**src/rtl/ubg_pkg.sv**
```systemverilog
package ubg_pkg;
    parameter int DIV_W   = 23;
    parameter int REG_W   = 32;
    parameter int PRE_W   = 2;
    localparam int EN_BIT  = DIV_W;
    localparam int SRC_BIT = DIV_W + 1;
    localparam int PRE_LSB = DIV_W + 3;
    localparam int PRE_CW  = 2;

    // Stored bits: divider value, enable, select, prescaler code; the rest stay zero.
    localparam logic [REG_W-1:0] REG_MASK =
        {{(REG_W-PRE_LSB-PRE_W){1'b0}}, {PRE_W{1'b1}}, 1'b0, {(DIV_W+2){1'b1}}};

    // Last count of the crystal prescaler for a given code (ratio minus one).
    function automatic logic [PRE_CW-1:0] pre_last(input logic [PRE_W-1:0] code);
        case (code)
            2'd0:    pre_last = 2'd2;
            2'd1:    pre_last = 2'd0;
            default: pre_last = 2'd1;
        endcase
    endfunction
endpackage

```
**src/rtl/ubg_ctrl_reg.sv**
```systemverilog
module ubg_ctrl_reg
    import ubg_pkg::*;
(
    input  logic             clk,
    input  logic             rst,
    input  logic             wr_en,
    input  logic             tx_empty,
    input  logic [REG_W-1:0] wr_data,
    output logic [REG_W-1:0] rd_data,
    output logic             restart,
    output logic [DIV_W-1:0] div_n,
    output logic             div_on,
    output logic             src_xtal,
    output logic [PRE_W-1:0] pre_code
);
    typedef struct packed {
        logic [REG_W-1:0] word;
    } reg_st_t;

    reg_st_t st_d, st_q;
    logic    accept;

    always_comb begin
        accept = wr_en && tx_empty;
        st_d   = st_q;
        if (accept) begin
            st_d.word = wr_data & REG_MASK;
        end
    end

    always_ff @(posedge clk) begin
        if (rst) begin
            st_q <= '0;
        end else begin
            st_q <= st_d;
        end
    end

    assign rd_data  = st_q.word;
    assign restart  = accept;
    assign div_n    = st_q.word[DIV_W-1:0];
    assign div_on   = st_q.word[EN_BIT];
    assign src_xtal = st_q.word[SRC_BIT];
    assign pre_code = st_q.word[PRE_LSB +: PRE_W];


    reset_clears_word_chk: assert property (@(posedge clk)
        rst |=> (rd_data == '0));


    blocked_write_ignored_chk: assert property (@(posedge clk) disable iff (rst)
        (wr_en && !tx_empty) |=> $stable(rd_data));
endmodule

```
**src/rtl/ubg_ref_sel.sv**
```systemverilog
module ubg_ref_sel
    import ubg_pkg::*;
#(
    parameter int BUS_DIV = 4
) (
    input  logic             clk,
    input  logic             rst,
    input  logic             restart,
    input  logic             src_xtal,
    input  logic [PRE_W-1:0] pre_code,
    input  logic             xtal_pulse,
    output logic             ref_en
);
    localparam int BUS_CW = (BUS_DIV > 1) ? $clog2(BUS_DIV) : 1;
    localparam logic [BUS_CW-1:0] BUS_LAST = BUS_CW'(BUS_DIV - 1);

    typedef struct packed {
        logic [BUS_CW-1:0] bus_cnt;
        logic [PRE_CW-1:0] pre_cnt;
    } ref_st_t;

    ref_st_t           st_d, st_q;
    logic              bus_en;
    logic              xtal_en;
    logic [PRE_CW-1:0] pre_end;

    always_comb begin
        pre_end = pre_last(pre_code);
        bus_en  = (st_q.bus_cnt == BUS_LAST);
        xtal_en = xtal_pulse && (st_q.pre_cnt == pre_end);
        st_d    = st_q;
        if (restart) begin
            st_d.bus_cnt = '0;
            st_d.pre_cnt = '0;
        end else begin
            st_d.bus_cnt = bus_en ? '0 : st_q.bus_cnt + 1'b1;
            if (xtal_pulse) begin
                st_d.pre_cnt = xtal_en ? '0 : st_q.pre_cnt + 1'b1;
            end
        end
        ref_en = src_xtal ? xtal_en : bus_en;
    end

    always_ff @(posedge clk) begin
        if (rst) begin
            st_q <= '0;
        end else begin
            st_q <= st_d;
        end
    end


    bus_strobe_spacing_chk: assert property (@(posedge clk) disable iff (rst)
        bus_en |=> !bus_en);


    xtal_unit_ratio_chk: assert property (@(posedge clk) disable iff (rst)
        (src_xtal && pre_code == 2'd1 && xtal_pulse) |-> ref_en);
endmodule

```
**src/rtl/ubg_divider.sv**
```systemverilog
module ubg_divider
    import ubg_pkg::*;
(
    input  logic             clk,
    input  logic             rst,
    input  logic             restart,
    input  logic             div_on,
    input  logic             ref_en,
    input  logic [DIV_W-1:0] div_n,
    output logic             baud_tick
);
    typedef struct packed {
        logic [DIV_W-1:0] cnt;
        logic             tick;
    } div_st_t;

    div_st_t st_d, st_q;

    always_comb begin
        st_d      = st_q;
        st_d.tick = 1'b0;
        if (restart || !div_on) begin
            st_d.cnt = '0;
        end else if (ref_en) begin
            if (st_q.cnt == div_n) begin
                st_d.cnt  = '0;
                st_d.tick = 1'b1;
            end else begin
                st_d.cnt = st_q.cnt + 1'b1;
            end
        end
    end

    always_ff @(posedge clk) begin
        if (rst) begin
            st_q <= '0;
        end else begin
            st_q <= st_d;
        end
    end

    assign baud_tick = st_q.tick;


    reset_quiet_tick_chk: assert property (@(posedge clk)
        rst |=> !baud_tick);


    tick_needs_enable_chk: assert property (@(posedge clk) disable iff (rst)
        baud_tick |-> ($past(div_on) && $past(ref_en)));


    restart_drops_tick_chk: assert property (@(posedge clk) disable iff (rst)
        restart |=> !baud_tick);
endmodule

```
**src/rtl/uart_baud_tick_gen.sv**
```systemverilog
module uart_baud_tick_gen
    import ubg_pkg::*;
#(
    parameter int BUS_DIV = 4
) (
    input  logic             clk,
    input  logic             rst,
    input  logic             wr_en,
    input  logic [REG_W-1:0] wr_data,
    input  logic             tx_empty,
    input  logic             xtal_pulse,
    output logic [REG_W-1:0] rd_data,
    output logic             baud_tick
);
    logic             restart;
    logic [DIV_W-1:0] div_n;
    logic             div_on;
    logic             src_xtal;
    logic [PRE_W-1:0] pre_code;
    logic             ref_en;

    ubg_ctrl_reg u_ctrl (
        .clk      (clk),
        .rst      (rst),
        .wr_en    (wr_en),
        .tx_empty (tx_empty),
        .wr_data  (wr_data),
        .rd_data  (rd_data),
        .restart  (restart),
        .div_n    (div_n),
        .div_on   (div_on),
        .src_xtal (src_xtal),
        .pre_code (pre_code)
    );

    ubg_ref_sel #(.BUS_DIV(BUS_DIV)) u_ref (
        .clk        (clk),
        .rst        (rst),
        .restart    (restart),
        .src_xtal   (src_xtal),
        .pre_code   (pre_code),
        .xtal_pulse (xtal_pulse),
        .ref_en     (ref_en)
    );

    ubg_divider u_div (
        .clk       (clk),
        .rst       (rst),
        .restart   (restart),
        .div_on    (div_on),
        .ref_en    (ref_en),
        .div_n     (div_n),
        .baud_tick (baud_tick)
    );
endmodule

```
**config.mk**
```make
export PLATFORM = sky130hd
export DESIGN_NAME = uart_baud_tick_gen
export DESIGN_NICKNAME = d
export VERILOG_FILES = /design/src/rtl/ubg_pkg.sv /design/src/rtl/ubg_ctrl_reg.sv /design/src/rtl/ubg_ref_sel.sv /design/src/rtl/ubg_divider.sv /design/src/rtl/uart_baud_tick_gen.sv
export SDC_FILE = /design/constraint.sdc
export NUM_CORES = 1
export LEC_CHECK = 0
export BUFFER_PORTS_ARGS = -buffer_cell sky130_fd_sc_hd__buf_2
export CAP_MARGIN = 5
export CORE_ASPECT_RATIO = 0.7
export CORE_MARGIN = 2
export CORE_UTILIZATION = 56
export CTS_CLUSTER_SIZE = 8
export DETAILED_ROUTE_END_ITERATION = 10
export MAX_ROUTING_LAYER = met4
export PLACE_DENSITY_LB_ADDON = 0.1
export SLEW_MARGIN = 20
export SYNTH_ARGS = -nofsm -noshare
export SYNTH_HDL_FRONTEND = slang
export SYNTH_SLANG_ARGS = --single-unit
```
**constraint.sdc**
```tcl
create_clock -name clk -period 4.9 [get_ports clk]
set_clock_uncertainty 0.1 [all_clocks]
set_input_delay 0.735 -clock clk [delete_from_list [all_inputs] [get_ports clk]]
set_output_delay 0.735 -clock clk [all_outputs]
set_load 0.03 [all_outputs]
```
* Word-level counts from Yosys, hierarchy flattened
Index checks and enable logic that the tools add are counted. W data, S select, Z words.
Word-level totals: flip-flop bits (word level) 55, logic and storage cells 27
Operators by class: add/sub/neg operators 3, eq/ne operators 4, mux-type cells 5, bitwise logic cells 1, reduce and logical (&&, ||, !) cells 9
Operators by type and width (count):
- $add A23 B1 Y23 const B | 1
- $eq A23 B23 Y1 | 1
- $mux W23 | 1
- $reduce_or A3 Y1 | 2
- $add A2 B1 Y2 const B | 2
- $pmux W2 S2 | 1
- $reduce_or A2 Y1 | 2
- $eq A2 B1 Y1 const B | 1
- $eq A2 B2 Y1 | 1
- $eq A2 B2 Y1 const B | 1
- $logic_and A1 B1 Y1 | 2
- $logic_not A2 Y1 | 1
- $mux W1 | 2
- $mux W2 | 1
- $logic_not A1 Y1 | 1
- $logic_or A1 B1 Y1 | 1
- $not A1 Y1 | 1

* Longest topological paths before layout
Gate-level depths: netlist of the first run.
depth after elaboration 7, mapped depth 7, gate-level depth less buffers 7

* Modules after synthesis
Synthesis of the first run repeated with hierarchy kept, for this count alone.
Second synthesis, totals: cell total of the unflattened synthesis 330, area total of the unflattened synthesis 3089.2 um^2
By module, submodules not included:
- ubg_ctrl_reg | times used 1, cells an instance 157, area each 1535.2 um^2, sequential area each 540.5 um^2
- ubg_divider | times used 1, cells an instance 151, area each 1347.5 um^2, sequential area each 480.5 um^2
- ubg_ref_sel | times used 1, cells an instance 22, area each 206.4 um^2, sequential area each 80.1 um^2

* Worst setup path before layout of the first run
OpenSTA, ideal clock, no wires.
path kind input to register, start point input wr_en, end point register u_div.st_q[11] in the netlist's numbering, library setup time 70 ps, data arrival time 1711 ps, data required time 4730 ps, path slack 3019 ps, cell stages on the path 5, cell sequence a21oi_1 nand2_1 o21bai_4 buf_6 a21oi_1
On the way: cells in the longest elaborated chain, start to end 3
RTL lines:
- start, declared | line uart_baud_tick_gen.sv:8 | input logic wr_en,
- $logic_and A1 B1 Y1 | line ubg_ctrl_reg.sv:24 | accept = wr_en && tx_empty;
- $logic_or A1 B1 Y1 | line ubg_divider.sv:22 | if (restart || !div_on) begin
- $reduce_or A2 Y1 (no source line)
- end signal, assigned | line ubg_divider.sv:38 | st_q <= st_d;
- end, declared | line ubg_divider.sv:17 | div_st_t st_d, st_q;
No other way between the ends. A chain may end at the register's enable or synchronous reset.

* Worst setup path in the final report of the first run
start point register u_div.st_q[10] in the netlist's numbering, end point register u_div.st_q[4] in the netlist's numbering
On the way: cells in the longest elaborated chain, start to end 2
RTL lines:
- $eq A23 B23 Y1 | line ubg_divider.sv:25 | if (st_q.cnt == div_n) begin
- $mux W23 | line ubg_divider.sv:25
No other way between the ends.

==> reports/metrics.cfg, run 1 <==
[synthesis]
netlist_instances = 261
yosys_most_used_dff = dfxtp_1
synth_top_cell_by_area = dfxtp_1
synth.most_common_cell = dfxtp_1
synth_edf_count = 0
synth_top_area_share_pct = 43.4
synth_seq_area_share_pct = 43.4
synth_area_um2 = 2540
yosys_warnings = 0
postSynthAreaPerCell_um2 = 9.72
synth_common_cells = dfxtp_1 (55), xnor2_1 (35), nor2_1 (32)
ys_seq_elements = 55
synthArstFlopShare_pct = 0
yosysUniqueCellTypes = 40
synth.area.top_cells = dfxtp_1 (43%), xnor2_1 (12%), a22o_1 (9.0%), nor2_1 (4.7%), xor2_1 (2.4%)

[sta]
finalCritPeriodShare_pct = 44.8
setup_ws_ps = 2700
hold_viol_final = 0
finalSetupTns_ps = 0
worstMarginPinSlew_ps = 565
hold_slack_ps = 338
fin_crit_ps = 2200
relSlewSlack_pct = 62.2
setup_viol = 0
fmax_mhz = 455
rsz0062_at_grt = no
slew_violations = 0

[critical_path]
cp_top_family = simple AND/OR/NAND/NOR gates
cp_slowest_cell = o21bai_4
cp.arrival_ps = 2260
path_cells = xnor2_1, nand4_1, nor4_2, nand3_2, o21bai_4, nor2_1
startpoint_type = flop
critPathRequiredTime_ps = 4970
worst-path-buf-inv = 0
crit_path_max_fanout = 23
endpoint_kind = flop
crit_path_max_incr_delay_ps = 530
crit_type = reg2reg

[drt]
firstDrtPassIters = 4
routed_wl_um = 5270
drc = 0
wl_per_cell_um = 14.1
viasPerCell = 5.32
drtIter0Drc = 110
vias = 1988
final_antenna_net_count = 0

[cts]
clk_path_buf_depth = 2
htree_num_levels = 2
numClockSinks = 55
ctsResizeCount = 0
postCtsSetupBuffers = 0
clkLatencyLatePin_ps = 290
cts_made_buffers = 5
path_clk_slew_ps = 90
holdBufCountCts = 0
cts_tree = built
cts-root-buf = clkbuf_8

[cells_and_area]
stdcell_area_um2 = 2940
nNetsFinal = 358
antenna_cells = 0
final-instance-count-excl-fill = 374
area_delta_synth_final_pct = 15.7
final_util_pct = 67.4
seq_area_um2 = 1100
drive_above_1_share_pct = 26.0
multi_input_area_um2 = 1340
fillers = 375

[global_routing]
grt_use_total_pct = 22.0
grt_max_degree = 28
first_global_vias = 1777
grt_overflow = 0
antenna_found_initial = 0
grt_pass1_wl_um = 8500

[power]
switching_share_pct = 24.2
power_mw = 0.855
sequentialPowerShare_pct = 55.3
combPwrFrac_pct = 11.6
clkPwrFrac_pct = 33.1
internal_power_mw = 0.649
p_leak_nw = 1.16
pwr_density_cell_nw_per_um2 = 291
p_sw_mw = 0.207
ir_drop_v = 0.000187

[floorplanning]
design.die.area_um2 = 5090
ios = 70
core_area_um2 = 4350
die_x_um = 84.4
die_h_um = 60.3
start_util_pct = 58.2
std_cell_rows = 20

[outcome]
status = complete, no violations

[place]
hpwlAfterDp_um = 4050
placed_cells_incl_taps = 367
routabilityCongestion = 0.788
dp_slack_ps = 2740
port_buffers = 59
place_area_um2 = 2830

[job]
cap_viol_max_count = 0

[hold_path]
hold_class = reg2reg

[flip-flops by register name, summed over array words and instances (netlist names)]
register / count
u_div.st_q: 23
u_ref.st_q: 4
u_ctrl.rd_data: 27
u_div.baud_tick: 1
[cell families after synthesis]
logic type      after synthesis  share of synthesized area (%)
flops                        55                           43.4
fa+ha+maj                     2                          0.987
xor+xnor                     42                           14.5
compound gates               49                           14.9
simple gates                 94                           21.5
other cells                   1                          0.148
buf+inv                      18                           4.59
[worst paths after layout]
kind / startpoint / to / slack, ps / depth (start not counted)
worst min register to register: u_ref.st_q[2] / u_ref.st_q[2] / 340 / 1
worst min-delay path: u_ref.st_q[2] / u_ref.st_q[2] / 340 / 1
worst max-delay path: u_div.st_q[10] / u_div.st_q[4] / 2700 / 6
worst max register to register: u_div.st_q[10] / u_div.st_q[4] / 2700 / 6
[cell type report]
type | count | share of cell area [%]
sequential | 55 | 37.5
timing repair buffer | 61 | 10.6
inverter | 4 | 0.512
clock inverter | 1 | 1.02
tap | 55 | 2.34
clock buffer | 6 | 2.47
multi-input combinational | 192 | 45.6
[power by group through the flow]
stage	logic (mW)	registers (mW)	clock network, mW
floorplan	0.0527	0.500	0
global placement	0.0985	0.483	0
detailed placement	0.0995	0.484	0
CTS	0.0996	0.473	0.290
global route	0.108	0.476	0.310
finish	0.0991	0.473	0.283
[layer usage]
layer	global-route usage, %	vias up	share of wire [%]
met1	33.2	897	53
li1	-	1020	-
met5	-	-	0
met2	29.9	69	39
met4	4.08	0	0.21
met3	5.11	2	7.5
[placed cells by master, fill, tap and decap left out, types with 5 or more instances in the layout]
master	instances
buf_2	59
dfxtp_1	55
xnor2_1	35
nor2_1	32
a22o_1	26
nand2_1	16
o21ai_0	9
xor2_1	7
nand4_1	6
nand3_1	6
nor3_1	5
nor3_2	5
conb_1	5
clkbuf_8	5
Note: power is estimated with default switching activity, not from simulation.
==> inputs of run 2 (changes only) <==
- ABC_AREA: not set -> 1
- CORE_UTILIZATION: 56 -> 54
- clock period: 4.9 -> 2.2 ns (I/O delays scaled with it)
==> reports/metrics.cfg, run 2 <==
[cells_and_area]
largest_register_ffs = 27  ; unchanged
drive_above_1_share_pct = 20.2  ; -5.9 points
final-instance-count-excl-fill = 606  ; +62%
area_delta_synth_final_pct = 12.2
fillers = 548  ; +46%
seq_area_um2 = 1100  ; unchanged
layout_commonest_cell = nand2_1
nNetsFinal = 569  ; +59%
antenna_cells = 0  ; unchanged
multi_input_area_um2 = 1600  ; +19%
layout_common_cells = nand2_1 (142), inv_1 (68), buf_2 (59)

[power]
sequentialPowerShare_pct = 54.8  ; -0.5 points
switching_share_pct = 29.5  ; +5.3 points
clkPwrFrac_pct = 29.3  ; -3.8 points
p_leak_nw = 1.64  ; +41%
internal_power_mw = 1.35  ; +110%
p_sw_mw = 0.564  ; +170%
combPwrFrac_pct = 15.9  ; +4.3 points
pwr_density_cell_nw_per_um2 = 548  ; +88%
ir_drop_v = 0.000304  ; +63%

[synthesis]
synth_top_area_share_pct = 35.3  ; -8.1 points
synth.area.top_cells = dfxtp_1 (35%), nand2_1 (17%), inv_1 (8.2%), nor2_1 (5.7%), nand3_1 (3.9%)
synth_top_cell_by_area = dfxtp_1
postSynthAreaPerCell_um2 = 6.56  ; -32%
synth_edf_count = 0  ; unchanged
synth_seq_area_share_pct = 35.3  ; -8.1 points
synth_area_um2 = 3120  ; +23%
synth_common_cells = nand2_1 (142), inv_1 (68), dfxtp_1 (55)
yosys_warnings = 0  ; unchanged
synthArstFlopShare_pct = 0  ; unchanged
yosys_most_used_dff = dfxtp_1
ys_seq_elements = 55  ; unchanged
netlist_instances = 475  ; +82%
yosysUniqueCellTypes = 33  ; -18%
synth.most_common_cell = nand2_1

[cts]
htree_num_levels = 2  ; unchanged
numClockSinks = 55  ; unchanged
ctsResizeCount = 0  ; unchanged
holdBufCountCts = 0  ; unchanged
cts_tree = built
cts-root-buf = clkbuf_8
path_clk_slew_ps = 110  ; +20 ps
clk_path_buf_depth = 2  ; unchanged
clkLatencyLatePin_ps = 320  ; +30 ps
postCtsSetupBuffers = 0  ; unchanged
cts_made_buffers = 5  ; unchanged

[hold_path]
hp-start = wr_data[4]
worstHoldPathCells = 3  ; +2
hold_class = in2reg
hold_end = u_ctrl.rd_data[4]

[sta]
setup_ws_ps = 314  ; -2390 ps
fmax_mhz = 530  ; +16%
hold_viol_final = 0  ; unchanged
fin_crit_ps = 1890  ; -311 ps
finalSetupTns_ps = 0  ; unchanged
setup_viol = 0  ; unchanged
rsz0062_at_grt = no
slew_violations = 0  ; unchanged
finalCritPeriodShare_pct = 85.7  ; +41 points

[critical_path]
rr_startpoint = u_div.st_q[2]
cp.arrival_ps = 1990  ; -270 ps
endpoint_kind = flop
crit_type = reg2reg
crit_path_max_fanout = 6  ; -74%
reg2reg_slack_ps = 310  ; -2390 ps
startpoint_type = flop
critPathRequiredTime_ps = 2300  ; -2670 ps
r2r_cells = 8  ; +2
r2r_end = u_div.st_q[21]

[job]
cap_viol_max_count = 0  ; unchanged

[drt]
viasPerCell = 5.05  ; -4.9%
firstDrtPassIters = 5  ; +1
drtIter0Drc = 200  ; +82%
vias = 3063  ; +54%
wl_per_cell_um = 12.1  ; -14%
final_antenna_net_count = 0  ; unchanged
drc = 0  ; unchanged
routed_wl_um = 7330  ; +39%

[place]
port_buffers = 59  ; unchanged
placed_cells_incl_taps = 598  ; +63%
hpwlAfterDp_um = 5570  ; +37%
dp_slack_ps = 366  ; -2380 ps
routabilityCongestion = 0.946  ; +20%

[global_routing]
first_global_vias = 2683  ; +51%
grt_pass1_wl_um = 12300  ; +45%
antenna_found_initial = 0  ; unchanged
grt_overflow = 0  ; unchanged
grt_use_total_pct = 25.5  ; +3.5 points
grt_max_degree = 21  ; -25%

[floorplanning]
ios = 70  ; unchanged
design.die.area_um2 = 6410  ; +26%
start_util_pct = 55.3  ; -3.0 points
die_h_um = 67.6  ; +12%
core_area_um2 = 5640  ; +30%
std_cell_rows = 23  ; +15%
die_x_um = 94.8  ; +12%

[outcome]
status = complete, no violations

==> run 2: cell types whose count changed in the layout (fill, tap and decap cells not counted), moves of 5 or more <==
cell / before / now
a22o_1: 26 / 0
inv_1: 4 / 68
xor2_1: 7 / 13
nor2_1: 32 / 47
nand2_1: 16 / 142
nor2_2: 0 / 12
o22ai_1: 0 / 19
a21oi_1: 4 / 16
xnor2_1: 35 / 7
nand3_1: 6 / 24
nor3_1: 5 / 10
inv_2: 0 / 10
==> run 2: how the worst max path moves through the flow <==
stage | endpoint | cells after the start | startpoint
after floorplan | u_div.st_q[10] | 11 | u_ctrl.rd_data[27]
after global placement | u_div.st_q[21] | 8 | u_div.st_q[2]
after detailed placement | u_div.st_q[20] | 9 | xtal_pulse
after CTS | u_div.st_q[20] | 10 | u_ctrl.rd_data[27]
after global routing | u_div.st_q[16] | 10 | u_ctrl.rd_data[26]
final | u_div.st_q[21] | 8 | u_div.st_q[2]
==> run 2: critical path, stage by stage, from the launching register on <==
cell	delay [ps]
dfxtp_1	430
ha_1	210
nand3_1	170
nor3_2	280
nand2_1	160
nor2_1	130
nand2_1	80
xor2_1	170
nor2_2	40
==> run 2: layer usage <==
metal  track usage, %  vias up  part of all wire, %  wire (µm)
met5                -        -                    0          0
met3             4.35       11                  8.2        601
met1             35.1     1362                   48       3530
met4             7.97        0                  1.7        124
li1                 -     1559                    -          -
met2             38.4      131                   42       3070
==> run 2: layout make-up <==
type                            instances  area share (%)
Multi-Input combinational cell        326            45.6
Sequential cell                        55            31.5
Timing Repair Buffer                   63            9.30
Inverter                               79            8.48
Tap cell                               75            2.68
Clock buffer                            6            2.07
Clock inverter                          2           0.358
==> run 2: kinds of logic (layout without fill, tap and decap cells) <==
logic type | count (synthesis) | in the layout | synth area share [%]
XOR/XNOR | 20 | 20 | 5.62
other | 1 | 5 | 0.120
AND/OR/NAND/NOR | 257 | 257 | 36.6
adder cells (fa/ha/maj) | 2 | 2 | 0.802
AO/OA/AOI/OAI | 42 | 42 | 7.62
buffers and inverters | 98 | 150 | 14.0
flip-flops | 55 | 55 | 35.3
==> run 2: metrics by stage <==
step	hold WS, ps	power [mW]	instance area [µm²]	utilization, %
after detailed placement	326	1.38	3410	60.5
after global routing	143	2.01	3500	62.0
after floorplan	304	1.30	3130	-
after CTS	152	1.93	3500	62.0
after global placement	312	1.37	3410	60.5
final	156	1.92	3500	62.0
==> run 2: power by group through the flow <==
stage	Clock, mW	Combinational (mW)	Sequential (mW)
final	0.561	0.305	1.05
after global routing	0.613	0.339	1.05
after CTS	0.574	0.305	1.05
after detailed placement	0	0.303	1.07
after global placement	0	0.298	1.07
after floorplan	0	0.182	1.11
